### src/rtl/dma_ag_pkg.sv
package dma_ag_pkg;
  localparam int STEP_W = 3;

  typedef enum logic [1:0] {
    BEAT_B1 = 2'd0,
    BEAT_B2 = 2'd1,
    BEAT_B4 = 2'd2,
    BEAT_B4X = 2'd3
  } beat_e;

  function automatic logic [STEP_W-1:0] beat_bytes(input logic [1:0] code);
    case (beat_e'(code))
      BEAT_B1: beat_bytes = 3'd1;
      BEAT_B2: beat_bytes = 3'd2;
      default: beat_bytes = 3'd4;
    endcase
  endfunction
endpackage

### src/rtl/dma_ag_ptr.sv
module dma_ag_ptr
  import dma_ag_pkg::*;
#(
  parameter int AW = 32,
  parameter int KW = 4
) (
  input  logic              clk,
  input  logic              rst,
  input  logic              load,
  input  logic [AW-1:0]     ld_base_a,
  input  logic [AW-1:0]     ld_base_b,
  input  logic              ld_wrap_en,
  input  logic [KW-1:0]     ld_wrap_k,
  input  logic [STEP_W-1:0] ld_step,
  input  logic              move,
  input  logic              swap_now,
  input  logic              sel_next,
  output logic [AW-1:0]     addr
);
  logic [AW-1:0]     base_a, base_b, addr_q, mask, inc, stepped;
  logic              wrap_en;
  logic [KW-1:0]     wrap_k;
  logic [STEP_W-1:0] step;

  always_comb begin
    if (wrap_en && (wrap_k != '0)) mask = (AW'(1) << wrap_k) - AW'(1);
    else                           mask = '1;
    inc     = addr_q + AW'(step);
    stepped = (addr_q & ~mask) | (inc & mask);
  end

  always_ff @(posedge clk) begin
    if (rst) begin
      base_a  <= '0;
      base_b  <= '0;
      wrap_en <= 1'b0;
      wrap_k  <= '0;
      step    <= '0;
      addr_q  <= '0;
    end else if (load) begin
      base_a  <= ld_base_a;
      base_b  <= ld_base_b;
      wrap_en <= ld_wrap_en;
      wrap_k  <= ld_wrap_k;
      step    <= ld_step;
      addr_q  <= ld_base_a;
    end else if (move) begin
      if (swap_now) addr_q <= sel_next ? base_b : base_a;
      else          addr_q <= stepped;
    end
  end

  assign addr = addr_q;

  // without a window, an advance adds exactly the beat size
  a_r3_plain_step: assert property (@(posedge clk) disable iff (rst)
    (move && !swap_now && !(wrap_en && wrap_k != '0)) |=> addr == $past(addr) + AW'($past(step)));

  // bits above the window never change on a step
  a_r4_upper_hold: assert property (@(posedge clk) disable iff (rst)
    (move && !swap_now) |=> ((addr ^ $past(addr)) & ~$past(mask)) == '0);

  // a swap lands on the base of the chosen buffer
  a_r6_swap_base: assert property (@(posedge clk) disable iff (rst)
    (move && swap_now) |=> addr == ($past(sel_next) ? base_b : base_a));
endmodule

### src/rtl/dma_ag_ctl.sv
module dma_ag_ctl #(
  parameter int CW = 16
) (
  input  logic          clk,
  input  logic          rst,
  input  logic          load,
  input  logic          load_go,
  input  logic [CW-1:0] ld_count,
  input  logic          ld_dbuf,
  input  logic          advance,
  input  logic          swap_req,
  output logic          move,
  output logic          swap_now,
  output logic          sel_next,
  output logic [CW-1:0] remaining,
  output logic          active,
  output logic          done,
  output logic          buf_sel
);
  logic [CW-1:0] rem_q;
  logic          act_q, done_q, sel_q, pend_q, dbuf_q;

  always_comb begin
    move     = act_q && advance && !load;
    swap_now = move && dbuf_q && (pend_q || swap_req);
    sel_next = ~sel_q;
  end

  always_ff @(posedge clk) begin
    if (rst) begin
      rem_q  <= '0;
      act_q  <= 1'b0;
      done_q <= 1'b0;
      sel_q  <= 1'b0;
      pend_q <= 1'b0;
      dbuf_q <= 1'b0;
    end else begin
      done_q <= 1'b0;
      if (load) begin
        rem_q  <= ld_count;
        act_q  <= load_go && (ld_count != '0);
        sel_q  <= 1'b0;
        pend_q <= 1'b0;
        dbuf_q <= ld_dbuf;
      end else if (move) begin
        rem_q  <= rem_q - CW'(1);
        pend_q <= 1'b0;
        if (swap_now) sel_q <= sel_next;
        if (rem_q == CW'(1)) begin
          act_q  <= 1'b0;
          done_q <= 1'b1;
        end
      end else if (act_q && dbuf_q && swap_req) begin
        pend_q <= 1'b1;
      end
    end
  end

  assign remaining = rem_q;
  assign active    = act_q;
  assign done      = done_q;
  assign buf_sel   = sel_q;

  // one beat consumed per accepted advance
  a_r5_count_dec: assert property (@(posedge clk) disable iff (rst)
    (active && advance && !load) |=> remaining == $past(remaining) - CW'(1));

  // completion is a single-cycle pulse with the transfer idle
  a_r5_done_once: assert property (@(posedge clk) disable iff (rst)
    done |=> !done);
  a_r5_done_idle: assert property (@(posedge clk) disable iff (rst)
    done |-> (!active && remaining == '0));

  // an idle sequencer holds its count
  a_r8_idle_hold: assert property (@(posedge clk) disable iff (rst)
    (!active && !load) |=> $stable(remaining));

  // the buffer selection only moves on a beat boundary or a load
  a_r6_sel_boundary: assert property (@(posedge clk) disable iff (rst)
    (!move && !load) |=> $stable(buf_sel));
endmodule

### src/rtl/dma_addr_gen.sv
module dma_addr_gen
  import dma_ag_pkg::*;
#(
  parameter int AW = 32,
  parameter int CW = 16,
  parameter int KW = 4
) (
  input  logic          clk,
  input  logic          rst,
  input  logic          start,
  input  logic          ll_load,
  input  logic          advance,
  input  logic          buf_swap,
  input  logic [AW-1:0] cfg_src_a,
  input  logic [AW-1:0] cfg_src_b,
  input  logic [AW-1:0] cfg_dst_a,
  input  logic [AW-1:0] cfg_dst_b,
  input  logic [CW-1:0] cfg_count,
  input  logic [1:0]    cfg_width,
  input  logic          cfg_src_wrap,
  input  logic [KW-1:0] cfg_src_wrap_k,
  input  logic          cfg_dst_wrap,
  input  logic [KW-1:0] cfg_dst_wrap_k,
  input  logic          cfg_dbuf,
  input  logic          cfg_auto,
  output logic [AW-1:0] src_addr,
  output logic [AW-1:0] dst_addr,
  output logic [CW-1:0] remaining,
  output logic          active,
  output logic          done,
  output logic          buf_sel
);
  localparam int SIDES = 2;

  logic load, load_go, move, swap_now, sel_next;
  logic [STEP_W-1:0] step;
  logic [SIDES-1:0][AW-1:0] base_a, base_b, addr;
  logic [SIDES-1:0]         wrap_en;
  logic [SIDES-1:0][KW-1:0] wrap_k;

  always_comb begin
    load    = start | ll_load;
    load_go = start | (ll_load & cfg_auto);
    step    = beat_bytes(cfg_width);
    base_a  = {cfg_dst_a, cfg_src_a};
    base_b  = {cfg_dst_b, cfg_src_b};
    wrap_en = {cfg_dst_wrap, cfg_src_wrap};
    wrap_k  = {cfg_dst_wrap_k, cfg_src_wrap_k};
  end

  dma_ag_ctl #(.CW(CW)) u_ctl (
    .clk(clk), .rst(rst), .load(load), .load_go(load_go),
    .ld_count(cfg_count), .ld_dbuf(cfg_dbuf), .advance(advance),
    .swap_req(buf_swap), .move(move), .swap_now(swap_now),
    .sel_next(sel_next), .remaining(remaining), .active(active),
    .done(done), .buf_sel(buf_sel)
  );

  for (genvar g = 0; g < SIDES; g++) begin : g_side
    dma_ag_ptr #(.AW(AW), .KW(KW)) u_ptr (
      .clk(clk), .rst(rst), .load(load),
      .ld_base_a(base_a[g]), .ld_base_b(base_b[g]),
      .ld_wrap_en(wrap_en[g]), .ld_wrap_k(wrap_k[g]), .ld_step(step),
      .move(move), .swap_now(swap_now), .sel_next(sel_next),
      .addr(addr[g])
    );
  end

  assign src_addr = addr[0];
  assign dst_addr = addr[1];

  // a load in the same cycle as an advance yields the loaded count
  a_r10_load_wins: assert property (@(posedge clk) disable iff (rst)
    load |=> (remaining == $past(cfg_count) && src_addr == $past(cfg_src_a)));
endmodule

### config.mk
export PLATFORM = sky130hd
export DESIGN_NAME = dma_addr_gen
export DESIGN_NICKNAME = d
export VERILOG_FILES = /design/src/rtl/dma_ag_pkg.sv /design/src/rtl/dma_ag_ptr.sv /design/src/rtl/dma_ag_ctl.sv /design/src/rtl/dma_addr_gen.sv
export SDC_FILE = /design/constraint.sdc
export NUM_CORES = 1
export LEC_CHECK = 0
export CAP_MARGIN = 30
export CORE_ASPECT_RATIO = 1.1
export CORE_MARGIN = 1.5
export CORE_UTILIZATION = 52
export CTS_CLUSTER_DIAMETER = 50
export DETAILED_ROUTE_END_ITERATION = 10
export GPL_TIMING_DRIVEN = 1
export PLACE_DENSITY_LB_ADDON = 0.05
export SETUP_SLACK_MARGIN = 0.15
export SLEW_MARGIN = 20
export SYNTH_ARGS = -nofsm -noshare
export SYNTH_HDL_FRONTEND = slang
export SYNTH_SLANG_ARGS = --single-unit
### constraint.sdc
create_clock -name clk -period 3.1 [get_ports clk]
set_clock_uncertainty 0.05 [all_clocks]
set_input_delay 0.775 -clock clk [delete_from_list [all_inputs] [get_ports clk]]
set_output_delay 0.775 -clock clk [all_outputs]
set_load 0.1 [all_outputs]
==> impl_metrics.yaml <==
global_routing:
  antenna_found_initial: 0
  grt_pass1_vias: 11697
  grt_max_degree: 97
  grt_usage_pct: 32.3
  grt_remaining_overflow: 0
  grt_first_pass_wirelength_microns: 62900
clock_network:
  cts_root_buf: "clkbuf_16"
  cts_max_level: 1
  cts_buffers: 27
  clk_pin_slew_worst_paths_ns: 0.06
  clockBufferDepth: 3
  cts_hold_buf: 0
  tritoncts: "yes"
  clock_latency_ns: 0.54
  cts_sinks: 226
timing:
  clock.fmax_mhz: 360
  setup-violations-final: 0
  setup_slack_ns: 0.320
  rsz0062_at_grt: "false"
  setup_tns_ns: 0
  slew_viol_final: 0
  finalHoldViolations: 0
  min_period_ns: 2.78
  worst_slew_pin_slew_ns: 0.956
  period_share_pct: 89.7
  relSlewSlack_pct: 35.7
power:
  powerDensity_nw_per_um2: 541
  peakVddDrop_mv: 0.436
  power_leakage_nw: 6.07
placed_design:
  placement.io_buffers: 246
  dp_hpwl_microns: 28800
  pre_cts_ws_ns: 0.00534
  gp_congestion: 0.941
cells_and_area:
  fillCellCount: 1985
  nets: 2020
  final_layout_size_suffix_gt1_share_pct: 12.0
  antenna_cells: 0
  area_delta_synth_final_pct: 30.8
route:
  drt-total-wl_microns: 40700
  ant_nets: 0
  firstDrtPassIters: 5
  via_count: 13051
  drc: 0
  drt-initial-drc-count: 1158
  viasPerCell: 6.04
  detail_route.wl_per_cell_microns: 18.8
critical_path:
  cp_max_fo: 10
  cp.arrival_ns: 3.14
  path_class: "reg2reg"
  cp.required_ns: 3.46
  cp-start-kind: "flop"
  critPathCaptureType: "flop"
run_status:
  status: "completed"
logic_synthesis:
  synthCells: 1624
  synthTopCellsByArea: "dfxtp_1 37%, nand2_1 12%, a21oi_1 9.5%, mux2i_1 4.9%, o21ai_0 4.3%"
  syn-num-nets: 1802
  syn-cell-area_sq_um: 12100
  ys_seq_area_share_pct: 37.4
  synth_flop_cell: "dfxtp_1"
  yosysUniqueCellTypes: 76
  yosysWarnings: 0
  synth_top_area_share_pct: 37.4
  synth_area_per_cell_sq_um: 7.46
  ys_async_sr_fraction_pct: 0
  ys_seq_elements: 226
  synth_top_cell_by_area: "dfxtp_1"
  synth_common_cells: "374 x nand2_1, 230 x a21oi_1, 226 x dfxtp_1, 103 x o21ai_0, 102 x clkbuf_1"
  synth.most_common_cell: "nand2_1"
  synth_edf_count: 0
floorplanning:
  initial_utilization_pct: 53.0
  fp.dieArea_sq_um: 24200
  die_w_microns: 149
  core_area_sq_um: 22900
  die_h_microns: 163
  num_io_pins: 247
  rows: 58
min_path:
  hold_class: "reg2reg"
run:
  cap_violations: 0
==> kinds of logic (layout without fill, tap and decap cells) <==
logic type	Yosys count	after routing	share of synthesized area (%)
AOI/OAI and AO/OA	499	499	24.5
xor gates and xnor gates	37	37	2.68
adders and majority gates	14	14	1.57
buffers and inverters	134	372	4.27
DFF	226	226	37.4
muxes	63	63	5.25
and+or+nand+nor	651	651	24.3
==> layout make-up <==
cell class	instances	area, sq um	area share [%]
inverter	14	52.6	0.332
multi-input combinational	1264	7090	44.8
tap	300	375	2.37
sequential	226	4530	28.6
clock buffer	39	781	4.93
clock inverter	10	165	1.04
timing repair buffer	309	2840	17.9
==> layer usage <==
| metal | vias up | share of wire, % | global-route usage [%] | wire length, microns |
|---|---|---|---|---|
| met2 | 626 | 44 | 50.7 | 18100 |
| li1 | 6249 | - | - | - |
| met1 | 6107 | 44 | 46.6 | 18000 |
| met5 | - | 0 | 0 | 0 |
| met3 | 69 | 9.3 | 5.31 | 3800 |
| met4 | 0 | 1.9 | 7.20 | 760 |
==> placed cells by master, fill, tap and decap left out, types with 7 or more instances in the layout <==
master,n
xor2_1,17
nand3_1,32
nand2_1,374
and4_1,8
a31oi_1,28
ha_1,12
o22ai_1,9
a21oi_1,230
and3_1,12
buf_4,137
o21ai_0,102
buf_12,9
nor2b_1,9
nand4_1,17
dfxtp_1,222
o21a_1,9
nor2_1,82
a21o_1,9
clkdlybuf4s50_1,162
or3_1,16
inv_1,14
mux2i_1,59
a211oi_1,33
nor4_1,20
o31ai_1,8
o211ai_1,8
nor3_1,42
a311oi_1,7
clkbuf_16,27
xnor2_1,20
==> through the flow <==
stage | hold WS [ns] | std cells | power, mW | instance area [sq um] | util, %
global placement | 0.384 | 2113 | 5.22 | 14900 | 65.2
global route | 0.412 | 2162 | 8.86 | 15800 | 69.3
CTS | 0.401 | 2162 | 8.58 | 15800 | 69.3
floorplan | 0.377 | 1624 | 4.58 | 12100 | -
detailed placement | 0.393 | 2113 | 5.24 | 14900 | 65.2
finish | 0.397 | 2162 | 8.57 | 15800 | 69.3
==> power by group <==
group	leakage (nW)	total (mW)	switching [mW]	internal [mW]
combinational	3.73	1.88	1.25	0.631
clock	0.465	3.36	1.28	2.08
sequential	1.88	3.33	0.221	3.11
total	6.07	8.57	2.75	5.82
==> worst max-delay path, cell delays in order, from the launching register on <==
cell and delay, ns:
dfxtp_1 0.41, ha_1 0.25, fa_1 0.23, a21o_1 0.21, nand4_1 0.43, nor3_1 0.56, nand2_1 0.13, a31oi_1 0.23
o32ai_1 0.13
==> worst paths after layout <==
check,startpoint,end,slack [ns],cells after the start
worst min register to register,g_side[0].u_ptr.base_b[18],g_side[0].u_ptr.base_b[18],0.40,2
worst min-delay path,g_side[0].u_ptr.base_b[18],g_side[0].u_ptr.base_b[18],0.40,2
worst max-delay path,g_side[0].u_ptr.step[0],flop,0.32,8
worst max register to register,g_side[0].u_ptr.step[0],flop,0.32,8
==> what timing repair did <==
action | 4_1_cts | 5_1_grt
buffers inserted | 0 | 0
setup endpoints to repair | 0 | 1
resized for setup | 0 | 1
Power figures use the tool's default switching activity.
